File: src/rtl/fdiv_pkg.sv
package fdiv_pkg;
  localparam int unsigned FD_NW       = 32;      // numerator width
  localparam int unsigned FD_MW       = 16;      // denominator width
  localparam int unsigned FD_MIN_HALF = 7;       // shortest legal half period
  localparam int unsigned FD_MAX_HALF = 262000;  // longest legal half period
  localparam int unsigned FD_HW       = $clog2(FD_MAX_HALF + 2);

  typedef enum logic [1:0] {
    SOLVE_BUSY  = 2'd0,
    SOLVE_DONE  = 2'd1
  } solve_state_e;
endpackage

File: src/rtl/fdiv_ratio_solver.sv
module fdiv_ratio_solver #(
  parameter int unsigned NW       = 32,
  parameter int unsigned MW       = 16,
  parameter int unsigned MIN_HALF = 7,
  parameter int unsigned MAX_HALF = 262000,
  parameter int unsigned HW       = 19
) (
  input  logic          clk,
  input  logic          rst,
  input  logic [NW-1:0] ratio_n,
  input  logic [MW-1:0] ratio_m,
  output logic          done,
  output logic          valid,
  output logic [HW-1:0] base,
  output logic [MW:0]   rest,
  output logic [MW:0]   twom
);
  import fdiv_pkg::*;
  localparam int unsigned SW = $clog2(NW);

  solve_state_e   state;
  logic [NW-1:0]  n_q;
  logic [MW-1:0]  m_q;
  logic [SW-1:0]  step;
  logic [MW:0]    rem_q;
  logic [NW-1:0]  quo_q;
  logic [MW+1:0]  trial, div_x, trial_sub;
  logic           fits, m_ok, range_ok;

  assign twom      = {m_q, 1'b0};
  assign div_x     = {1'b0, twom};
  assign trial     = {rem_q, n_q[NW-1-int'(step)]};
  assign fits      = trial >= div_x;
  assign trial_sub = trial - div_x;

  // Restoring division, one quotient bit per cycle, MSB first
  always_ff @(posedge clk) begin
    if (rst) begin
      n_q   <= ratio_n;
      m_q   <= ratio_m;
      step  <= '0;
      rem_q <= '0;
      quo_q <= '0;
      state <= SOLVE_BUSY;
    end else if (state == SOLVE_BUSY) begin
      rem_q <= fits ? trial_sub[MW:0] : trial[MW:0];
      quo_q <= {quo_q[NW-2:0], fits};
      step  <= step + 1'b1;
      if (step == SW'(NW - 1)) state <= SOLVE_DONE;
    end
  end

  assign m_ok     = (m_q != '0) && !m_q[MW-1];
  assign range_ok = (quo_q >= NW'(MIN_HALF)) && (quo_q <= NW'(MAX_HALF));
  assign done     = (state == SOLVE_DONE);
  assign valid    = done && m_ok && range_ok;
  assign base     = quo_q[HW-1:0];
  assign rest     = rem_q;

  // the finished division reproduces the captured numerator
  p_quotient_exact_r2: assert property (@(posedge clk) disable iff (rst)
    (done && m_q != '0) |->
      ((64'(quo_q) * 64'(twom) + 64'(rem_q)) == 64'(n_q)) && (rem_q < twom));

  // captured ratio does not move outside reset
  p_ratio_held_r8: assert property (@(posedge clk) disable iff (rst)
    !$past(rst) |-> ($stable(n_q) && $stable(m_q)));
endmodule

File: src/rtl/fdiv_edge_timer.sv
module fdiv_edge_timer #(
  parameter int unsigned MW = 16,
  parameter int unsigned HW = 19
) (
  input  logic          clk,
  input  logic          rst,
  input  logic          start,
  input  logic [HW-1:0] base,
  input  logic [MW:0]   rest,
  input  logic [MW:0]   twom,
  output logic          clk_out
);
  logic          running;
  logic [HW-1:0] cnt;
  logic [MW:0]   acc;
  logic [MW+1:0] acc_sum, acc_wrap;
  logic          extra, expire;

  assign acc_sum  = {1'b0, acc} + {1'b0, rest};
  assign extra    = acc_sum >= {1'b0, twom};
  assign acc_wrap = acc_sum - {1'b0, twom};
  assign expire   = running && (cnt == HW'(1));

  always_ff @(posedge clk) begin
    if (rst) begin
      running <= 1'b0;
      cnt     <= '0;
      acc     <= '0;
      clk_out <= 1'b0;
    end else if (!running) begin
      if (start) begin
        running <= 1'b1;
        cnt     <= base;
      end
    end else if (expire) begin
      clk_out <= ~clk_out;
      acc     <= extra ? acc_wrap[MW:0] : acc_sum[MW:0];
      cnt     <= base + HW'(extra);
    end else begin
      cnt <= cnt - 1'b1;
    end
  end

  // error accumulator stays below the 2M wrap limit
  p_acc_bound_r5: assert property (@(posedge clk) disable iff (rst)
    running |-> (acc < twom));

  // a half-period count never exceeds base plus one
  p_count_bound_r3: assert property (@(posedge clk) disable iff (rst)
    running |-> (cnt != '0 && cnt <= base + HW'(1)));

  // output holds while the count has not expired
  p_hold_until_expire_r3: assert property (@(posedge clk) disable iff (rst)
    (running && cnt != HW'(1)) |=> $stable(clk_out));
endmodule

File: src/rtl/fdiv_bresenham_clk.sv
module fdiv_bresenham_clk #(
  parameter int unsigned NW       = fdiv_pkg::FD_NW,
  parameter int unsigned MW       = fdiv_pkg::FD_MW,
  parameter int unsigned MIN_HALF = fdiv_pkg::FD_MIN_HALF,
  parameter int unsigned MAX_HALF = fdiv_pkg::FD_MAX_HALF
) (
  input  logic          clk,
  input  logic          rst,
  input  logic [NW-1:0] ratio_n,
  input  logic [MW-1:0] ratio_m,
  output logic          clk_out
);
  localparam int unsigned HW = $clog2(MAX_HALF + 2);

  logic          sol_done, sol_valid;
  logic [HW-1:0] sol_base;
  logic [MW:0]   sol_rest, sol_twom;

  fdiv_ratio_solver #(
    .NW(NW), .MW(MW), .MIN_HALF(MIN_HALF), .MAX_HALF(MAX_HALF), .HW(HW)
  ) u_solver (
    .clk(clk), .rst(rst), .ratio_n(ratio_n), .ratio_m(ratio_m),
    .done(sol_done), .valid(sol_valid), .base(sol_base),
    .rest(sol_rest), .twom(sol_twom)
  );

  fdiv_edge_timer #(.MW(MW), .HW(HW)) u_timer (
    .clk(clk), .rst(rst), .start(sol_valid), .base(sol_base),
    .rest(sol_rest), .twom(sol_twom), .clk_out(clk_out)
  );

  // a rejected ratio never lets the output rise
  p_reject_low_r6: assert property (@(posedge clk) disable iff (rst)
    (sol_done && !sol_valid) |-> !clk_out);

  // output is low until the divider has finished
  p_low_while_solving_r1: assert property (@(posedge clk) disable iff (rst)
    !sol_done |-> !clk_out);
endmodule

File: config.mk
export PLATFORM = sky130hd
export DESIGN_NAME = fdiv_bresenham_clk
export DESIGN_NICKNAME = d
export VERILOG_FILES = /design/src/rtl/fdiv_pkg.sv /design/src/rtl/fdiv_ratio_solver.sv /design/src/rtl/fdiv_edge_timer.sv /design/src/rtl/fdiv_bresenham_clk.sv
export SDC_FILE = /design/constraint.sdc
export NUM_CORES = 1
export LEC_CHECK = 0
export ABC_AREA = 1
export BUFFER_PORTS_ARGS = -buffer_cell sky130_fd_sc_hd__buf_2
export CORE_ASPECT_RATIO = 1.25
export CORE_UTILIZATION = 45
export CTS_CLUSTER_SIZE = 28
export DETAILED_ROUTE_END_ITERATION = 12
export PLACE_DENSITY = 0.59
export REMOVE_ABC_BUFFERS = 1
export SETUP_SLACK_MARGIN = 0.15
export SLEW_MARGIN = 10
export SYNTH_ARGS = -nofsm -noshare
export SYNTH_HDL_FRONTEND = slang
export SYNTH_SLANG_ARGS = --single-unit
File: constraint.sdc
create_clock -name clk -period 8.94 [get_ports clk]
set_input_delay 0.894 -clock clk [delete_from_list [all_inputs] [get_ports clk]]
set_output_delay 0.894 -clock clk [all_outputs]
set_load 0.02 [all_outputs]
==> out/summary.md, run 1 <==
In this run the static leakage power is 4.684 nW. In this run, synthesis produced a sequential element count of 140. The overall power of the completed layout was 1.675 mW.

First-pass GRT wire length: 38.85 mm. The run gives 0 as the antenna violation net count after detailed routing. In the finished design, the share of the clock period the worst path needs comes to 60.59%. The flip-flop cell with the highest count after synthesis was dfxtp_1. Row generation in the floorplan step produced 57 rows. Counting along the longest clock path gives a buffer depth of 2.

The simple logic cell fraction of the synthesized area is 27.68%, and the part of the Yosys area used for sequential elements is 36.21%. Yosys printed 0 warnings. Power spread over the standard cell area amounts to 167.0 nW/um^2. Startpoint of the worst-slack reg-to-reg timing path: u_solver.rest[0]. For the number of primary I/O pins, the log shows 51.

Clock latency on the worst-skew pair, taken at its later pin, is 0.43 ns. For the worst setup path, the data required time is 9.29 ns. Measured against its own limit, the worst slew margin works out to 24.91%. The via count of the first global-routing pass was 8056. The H-tree was split into 4 levels. The logs give 0.1846 GHz for the upper clock frequency limit and 5.77 ns for the arrival time at the worst endpoint. The switching power as a share of total power works out to 29.48%. The die width came out at 129.0 um. The tool flagged a number of max-cap violations equal to 0. Clock-pin slew was measured on the worst setup and hold paths at 0.07 ns. Overall die area: 20720 um^2. The number of pins exceeding their max-slew limit in the final report is 0, and the pin slew with the least headroom to its limit is 1.125 ns.

On the critical path, the stage with the largest delay is an instance of fa_1. Number of DRC markers after the initial detailed-route iteration: 440. By area, the combinational part of the netlist is dominated by simple AND/OR/NAND/NOR gates. Capture endpoint of the worst hold path: u_timer.acc[10]. The synthesized netlist devotes 14.37% of its cell area to compound gates. The tools report the number of failing hold endpoints at the final stage as 0.

The number of buffers inserted to repair setup after CTS is 0, and the clock network power share is 41.6%. The run gives 0 as the number of antenna violations at the first check in global routing. Summed over all failing endpoints, the final setup total negative slack is 0 ns. The root buffer cell chosen for the clock tree is clkbuf_16. In this run the most critical hold path is launched from u_timer.acc[10]. The clock drives 140 sinks. The share of cells above drive strength 1 was 9.355%. Setup repair after global routing left no endpoint under its margin.

In the post-synthesis netlist, the biggest area contributors are dfxtp_1, edfxtp_1, nand2_1, ha_1, a21oi_1. The run finished with clean final reports. The number of different library cells used by synthesis comes to 48.

The tools report the number of instances in the synthesized netlist as 1229. Yosys mapped a number of flops with a built-in enable equal to 48. The post-cts resize count was 0; the number of antenna diodes was 0. For this configuration, the core starts out at a cell density of 46.23%. The largest area contributor in the synthesized netlist was dfxtp_1.

The minimum period implied by the final worst setup slack is 5.417 ns. Timing analysis after detailed placement gives a worst setup slack of 3.585 ns. VDD sags by at most 0.1278 mV. The tools report the pin count of the biggest net entering global routing as 59. The final count of negative-setup-slack endpoints came out at 0. Global routing used 23.73% of the available tracks across all layers. TritonCTS built the clock tree. The count of input and output buffers came out at 50. In this run the worst hold path is classified as flip-flop to flip-flop. The total number of vias came out at 8158.

In the synthesized netlist the async set-or-reset flop fraction comes to 0%. The run gives 16.0% as the combinational fraction of design power. The standard cell core area was 19610 um^2. In the final design database the tool counted 1366 nets.

The highest net fanout along the worst path is 17. The weighted congestion reported at the end of routability-driven placement is 0.8778. The cell with the most instances on the worst path was nand2_1. The largest single stage delay on the critical path is 0.40 ns. After Yosys synthesis, full adders, half adders and majority gates account for 8.115% of the synthesized area. The run gives 17 as the total CTS buffers. By count the netlist is led by nand2_1, inv_1, a21oi_1.

The hold buffer count at CTS was 0. In the routed design, unresolved DRC markers number 0. The top cell type by area accounts for 20.31% of the synthesized area.

The layout has 1936 filler cells. The type of element launching the critical path is a flip-flop. The die boundary height works out to 160.7 um.

Compared with the post-synthesis result, the final layout area differs by 10.61%. The tools report the final cell count without fillers as 1537. Of the post-synthesis cell area, the part taken by muxes is 0%. For the routed wire length, the log shows 23.37 mm. The critical path in this run is classified as flip-flop to flip-flop. In this run the mean area of a mapped cell was 7.377 um^2.

By instance count, the leading cell after synthesis is nand2_1. The first TritonRoute pass finished after 5 iterations. Of the total power, registers draw 42.5%. The parity-gate share of the synthesized area counting xor and xnor cells is 5.023%, and the final worst slack is 3.523 ns. Endpoint type of the worst setup path: a flip-flop. Detailed placement ended at an HPWL of 17.29 mm.

The number of cells after detailed placement is 1505. Dividing the detail-routed via count by the number of cells gives 5.308. The depth of the most critical reg-to-reg path is 32.

For this design the total switching power over the nets is 0.4939 mW. The tools report the synthesized area as 9066 um^2. The worst register-to-register path has a setup slack of 3.52 ns. The detailed-route wire length per cell works out to 15.20 um.

For the final database, setup skew stands at 0.009190 ns. Summed over all layers, the global routing overflow is 0. The worst register-to-register path ends at u_timer.cnt[14].

Internal power comes to 1.181 mW. The worst hold path passes through 2 cells.
-- sequential cells by signal, summed over array words and instances (netlist names), 5 cells and up --
name and cells:
u_solver.rest 17, u_solver.m_q 16, u_solver.n_q 32, u_solver.step 5, u_solver.quo_q 32, u_timer.cnt 18, u_timer.acc 17
-- per-layer routing --
metal  global-route usage, %  share of wire, %  vias up
li1                        -                 -     4212
met1                   27.83                44     3785
met2                   43.37                52      122
met3                   3.298               2.3       39
met4                   8.503               2.3        0
met5                       0                 0        -
-- kinds of logic (layout without fill, tap and decap cells) --
logic type               Yosys count  after routing
AO/OA/AOI/OAI                    240            240
adder cells (fa/ha/maj)           57             57
flip-flops                       140            140
buffers and inverters            184            227
AND/OR/NAND/NOR                  556            556
XOR/XNOR                          52             52
-- cell type report --
| class | instances | area, um^2 | share of cell area [%] |
|---|---|---|---|
| well taps | 265 | 331.6 | 3.306 |
| flip-flops and latches | 140 | 3284 | 32.75 |
| inverters | 138 | 525.5 | 5.240 |
| clock inverters | 15 | 152.6 | 1.522 |
| clock buffers | 17 | 425.4 | 4.242 |
| repair buffers | 57 | 305.3 | 3.044 |
| multi-input cells | 905 | 5004 | 49.89 |
-- power groups by stage --
stage | sequential, mW | clock (mW) | combinational, mW
2_1_floorplan | 0.716 | 0 | 0.197
3_3_place_gp | 0.725 | 0 | 0.268
3_5_place_dp | 0.725 | 0 | 0.269
4_1_cts | 0.711 | 0.711 | 0.271
5_1_grt | 0.714 | 0.738 | 0.306
6_report | 0.711 | 0.696 | 0.268
-- stage by stage --
stage               util [%]  hold slack, ns  cell area (um^2)
floorplan                  -          0.4430              8812
global placement       48.19          0.4548              9450
detailed placement     48.19          0.4648              9450
CTS                    51.13          0.4732             10030
global route           51.13          0.4963             10030
finish                 51.13          0.4714             10030
-- critical path: cells and delay by family, from the launching register on --
| kind | cells | cell delay (ns) |
|---|---|---|
| buffers and inverters | 4 | 0.27 |
| flip-flops | 1 | 0.37 |
| adder cells (fa/ha/maj) | 5 | 1.38 |
| AO/OA/AOI/OAI | 6 | 1.16 |
| AND/OR/NAND/NOR | 15 | 1.73 |
| XOR/XNOR | 2 | 0.39 |
-- placed cells by master (no fill, tap or decap), drive strengths merged --
cell,netlist,routed
nor2,111,111
nor3,26,26
o21ai,92,92
bufinv,0,1
nor4,10,10
a31oi,4,4
xor2,35,35
clkinvlp,0,1
nand3b,5,5
edfxtp,48,48
nand3,123,123
inv,137,145
or2,2,2
a21oi,118,118
nand4,33,33
a21o,4,4
buf,18,57
clkbuf,28,17
fa,3,3
o22ai,1,1
a2111oi,1,1
nand2,246,246
a221oi,1,1
xnor2,17,17
o211ai,4,4
o2111ai,1,1
o31ai,1,1
o21bai,5,5
o32ai,1,1
ha,54,54
clkinv,1,6
a21boi,3,3
dfxtp,92,92
o221ai,1,1
a211oi,3,3
-- worst max-delay path by stage --
| stage | slack, ns | from | depth (start not counted) | endpoint |
|---|---|---|---|---|
| after floorplan | 4.36 | u_solver.rest[0] | 35 | u_timer.cnt[14] |
| after global placement | 3.72 | u_solver.rest[0] | 32 | u_timer.cnt[14] |
| after detailed placement | 3.58 | u_solver.rest[0] | 35 | u_timer.cnt[14] |
| after CTS | 3.56 | u_solver.rest[0] | 35 | u_timer.cnt[14] |
| after global routing | 2.87 | u_solver.rest[1] | 32 | u_timer.cnt[14] |
| final | 3.52 | u_solver.rest[0] | 32 | u_timer.cnt[14] |
(Power assumes the default switching activity.)
==> run 2, diff against run 1 <==
ABC_AREA = 0   (was 1)
PLACE_DENSITY = 0.61   (was 0.59)
clock period = 4.56 ns   (was 8.94 ns; I/O delays follow)
==> run 2 against run 1 <==
  * Final cell count fell by 17%
  * Non-clock buffer count rose by 62
  * First-iteration DRC count is 26% lower
  * Register-to-register slack got worse by 3.5 ns
  * Via count is 12% lower
  * Synthesized area shrank 3.9%
  * Die area shrank 3.8%
  * Critical path type unchanged
==> out/summary.md, run 2 <==
Library cell used as clock root buffer: clkbuf_16. By area the synthesized netlist is led by dfxtp_1, edfxtp_1, ha_1, mux2i_1, nor2_1. Detailed-route DRC error count: 0 (unchanged). The flow ran to the end, and the final reports show no timing, DRC or antenna violations. The share of synthesized registers carrying an async set or reset is 0% (unchanged).

The remaining max-slew budget at the tightest pin came out at 42.51% (+18 points). The tools report the number of pins exceeding their max-slew limit in the final report as 0 (unchanged). The routed wire length is 21.76 mm (-6.9%). The internal power consumption was 3.190 mW (+170%). The switching power as a share of total power came out at 35.32% (+5.8 points). The die width was 126.5 um (-1.9%); the aggregate negative setup slack was 0 ns (unchanged). The logs give 0.44 ns (about the same) for the insertion delay of the later-clocked pin in the worst-skew pair and 4 (unchanged) for the H-tree level count. The tools report the number of failing hold endpoints at the final stage as 0 (unchanged). For the power dissipated by switching net loads, the log shows 1.742 mW (+250%). For this design, the slowest cell found on the critical path is dfxtp_1.

In the post-synthesis netlist, the cell with the most instances is nor2_1. The maximum clock insertion buffer count came out at 2 (unchanged). The sum of buffers and inverters on the critical path was 3 (-1); the clock transition at the registers of the reported paths was 0.07 ns (about the same). The run gives 0 (unchanged) as the yosys synthesis warning count. The highest net fanout along the worst path works out to 3 (-14). The total power density per cell area is 471.5 nW/um^2 (+180%). The run gives 56 (-1.8%) as the number of rows in the core area. The tools report the endpoint type of the worst setup path as a flip-flop. The run gives 0.01196 ns (+0.002770 ns) as the setup skew after layout. The run gives 0.9184 (+4.6%) as the weighted congestion reported at the end of routability-driven placement. The most used flip-flop cell after synthesis is dfxtp_1. The overall die area is 19940 um^2 (-3.8%), and the via count of the first global-routing pass is 7121 (-12%). The logs give 324 (-26%) for the number of DRC markers after the initial detailed-route iteration and 1141 (-16%) for the post-layout net count. The final HPWL from detailed placement came out at 15.69 mm (-9.3%). Summed over all instances, the cell type with the most area after synthesis is dfxtp_1. The area growth from synthesis to layout is 20.02%. The tools report the pin count of the biggest net entering global routing as 60 (+1.7%).

The run gives 4.91 ns (-0.86 ns) as the arrival time at the worst endpoint. The final count of negative-setup-slack endpoints is 0 (unchanged), and the pin slew with the least headroom to its limit is 0.8624 ns (-0.2628 ns). The tools report the number of distinct library cells after synthesis as 70 (+46%). The synthesized area came out at 8717 um^2 (-3.9%). Count of input and output buffers: 50 (unchanged). The mean instance size in the synthesized netlist works out to 9.224 um^2 (+25%). The total CTS buffers was 17 (unchanged); the synthesized flop and latch total was 140 (unchanged). The class of the tightest hold or removal check is input port to flip-flop.

The tools report the antenna violation net count after detailed routing as 0 (unchanged). For the data required time at the worst endpoint, the log shows 4.91 ns (-4.38 ns). The TritonCTS sink count is 140 (unchanged), and the combinational fraction of design power is 39.8% (+24 points). The ratio of routed vias to standard cells works out to 5.630 (+6.1%). The share of the clock period used by the worst path after layout is 99.94% (+39 points), and the share of cells above drive strength 1 is 21.59% (+12 points).

Part of the Yosys area used for sequential elements: 37.66% (+1.5 points). Setup repair after global routing could not meet its margin everywhere. For the total number of vias, the log shows 7206 (-12%). TritonCTS built the clock tree. STA classifies the critical path startpoint as a flip-flop.

The die boundary height was 157.6 um (-1.9%). The tools report the worst supply voltage drop on vdd as 0.3140 mV (+150%). The number of antenna violations at the first check in global routing was 1 (+1). The minimum period implied by the final worst setup slack is 4.557 ns (-0.8593 ns).

The power share of the sequential group is 30.5% (-12 points), and the delay of the slowest cell on the worst path is 0.35 ns (-0.05 ns). The run gives 51 (unchanged) as the number of primary I/O pins. Area share of the leading cell type in the synthesized netlist: 21.13% (+0.81 points).

The library cell used most frequently in the layout, excluding fill and tap cells, is nor2_1. The number of enable flip-flop cells after synthesis was 48 (unchanged); the overall track demand over capacity in global routing was 22.78% (-0.94 points). For the utilization after layout, the log shows 55.51% (+4.4 points). The clock network power share was 29.7% (-12 points).

The leakage dissipation came out at 4.295 nW (-8.3%). The number of iterations in the first detailed-routing pass came out at 5 (unchanged). For the upper clock frequency limit, the log shows 0.2194 GHz (+19%). The largest registers in the layout are u_solver.n_q x32, u_solver.quo_q x32, u_timer.cnt x18. The run gives 945 (-23%) as the number of instances in the synthesized netlist. In the layout the commonest cells are nor2_1, dfxtp_1, a21oi_1. For the final-layout worst hold slack, the log shows 0.1902 ns (-0.2812 ns). The tools report the max-cap violation count as 0 (unchanged).

The run gives 18850 um^2 (-3.9%) as the standard cell core area. Among the stages of the critical path, the cell type that occurs most often is ha_4. The total grt overflow was 0 (unchanged).

After synthesis, the most frequently instantiated cells are nor2_1, dfxtp_1, a21oi_1. For the first-pass GRT wire length, the log shows 35.38 mm (-8.9%). The critical path is of the flip-flop to flip-flop type. The detailed-route wire length per cell was 17.00 um (+12%). The category of cells accounting for the largest share of critical-path delay is compound AO/OA/AOI/OAI gates. The starting density of the core was 46.25% (about the same).
[run 2: cell count changes after synthesis, moves of 11 or more]
cell	change
nand4_1	-21
xor2_1	-18
inv_1	-96
a211oi_1	+17
xnor2_1	+22
mux2i_1	+62
o21ai_0	-43
nand3_1	-93
nor2b_1	+11
a21oi_1	-43
nand2_1	-181
[run 2: kinds of logic after synthesis]
logic type / count (synthesis) / share of synthesized area [%]
flip-flops: 140 / 37.66
AO/OA/AOI/OAI: 224 / 17.28
buffers and inverters: 89 / 4.406
multiplexers: 74 / 9.832
adder cells (fa/ha/maj): 57 / 8.440
XOR/XNOR: 56 / 5.627
AND/OR/NAND/NOR: 305 / 16.75
[run 2: path summary, 6_finish.rpt]
path,startpoint,to,slack [ns],depth (start not counted)
setup / recovery,u_timer.acc[1],u_timer.cnt[12],0.003,26
hold / removal,ratio_n[7],u_solver.n_q[7],0.19,1
setup reg to reg,u_timer.acc[1],u_timer.cnt[12],0.003,26
hold reg to reg,u_timer.acc[3],u_timer.acc[3],0.50,2
[run 2: per-stage QoR]
step                total power [mW]  setup slack (ns)  cell area (um^2)  std cells
CTS                            4.893          -0.09887             10250       1273
global route                   5.214           -0.3024             10460       1280
floorplan                      2.797           -0.3918              8483        896
global placement               3.357           -0.3522              9472       1237
detailed placement             3.371           -0.4520              9472       1237
finish                         4.933          0.002784             10460       1280
[run 2: per-layer routing]
layer,track usage [%],vias to the layer above,routed length [um]
li1,-,3629,-
met1,26.21,3450,9507
met2,42.25,91,11260
met3,3.075,36,440
met4,9.696,0,548
met5,0,-,0
[run 2: power by group through the flow]
stage	registers [mW]	logic, mW	clock network (mW)
finish	1.50	1.96	1.47
global route	1.52	2.16	1.54
CTS	1.50	1.90	1.49
detailed placement	1.52	1.85	0
global placement	1.52	1.84	0
floorplan	1.49	1.31	0
[run 2: area by class of cell]
type	instances	area (um^2)
Inverter	40	150.1
Multi-Input combinational cell	716	5329
Fill cell	1681	8386
Sequential cell	140	3289
Tap cell	232	290.3
Clock inverter	15	197.7
Clock buffer	17	425.4
Antenna cell	1	2.502
Timing Repair Buffer	119	778.2
[run 2: timing repair]
action	4_1_cts	5_1_grt
buffers inserted	4	6
pin swaps	21	34
setup endpoints to repair	16	16
hold buffers	0	0
gates resized for setup	35	29
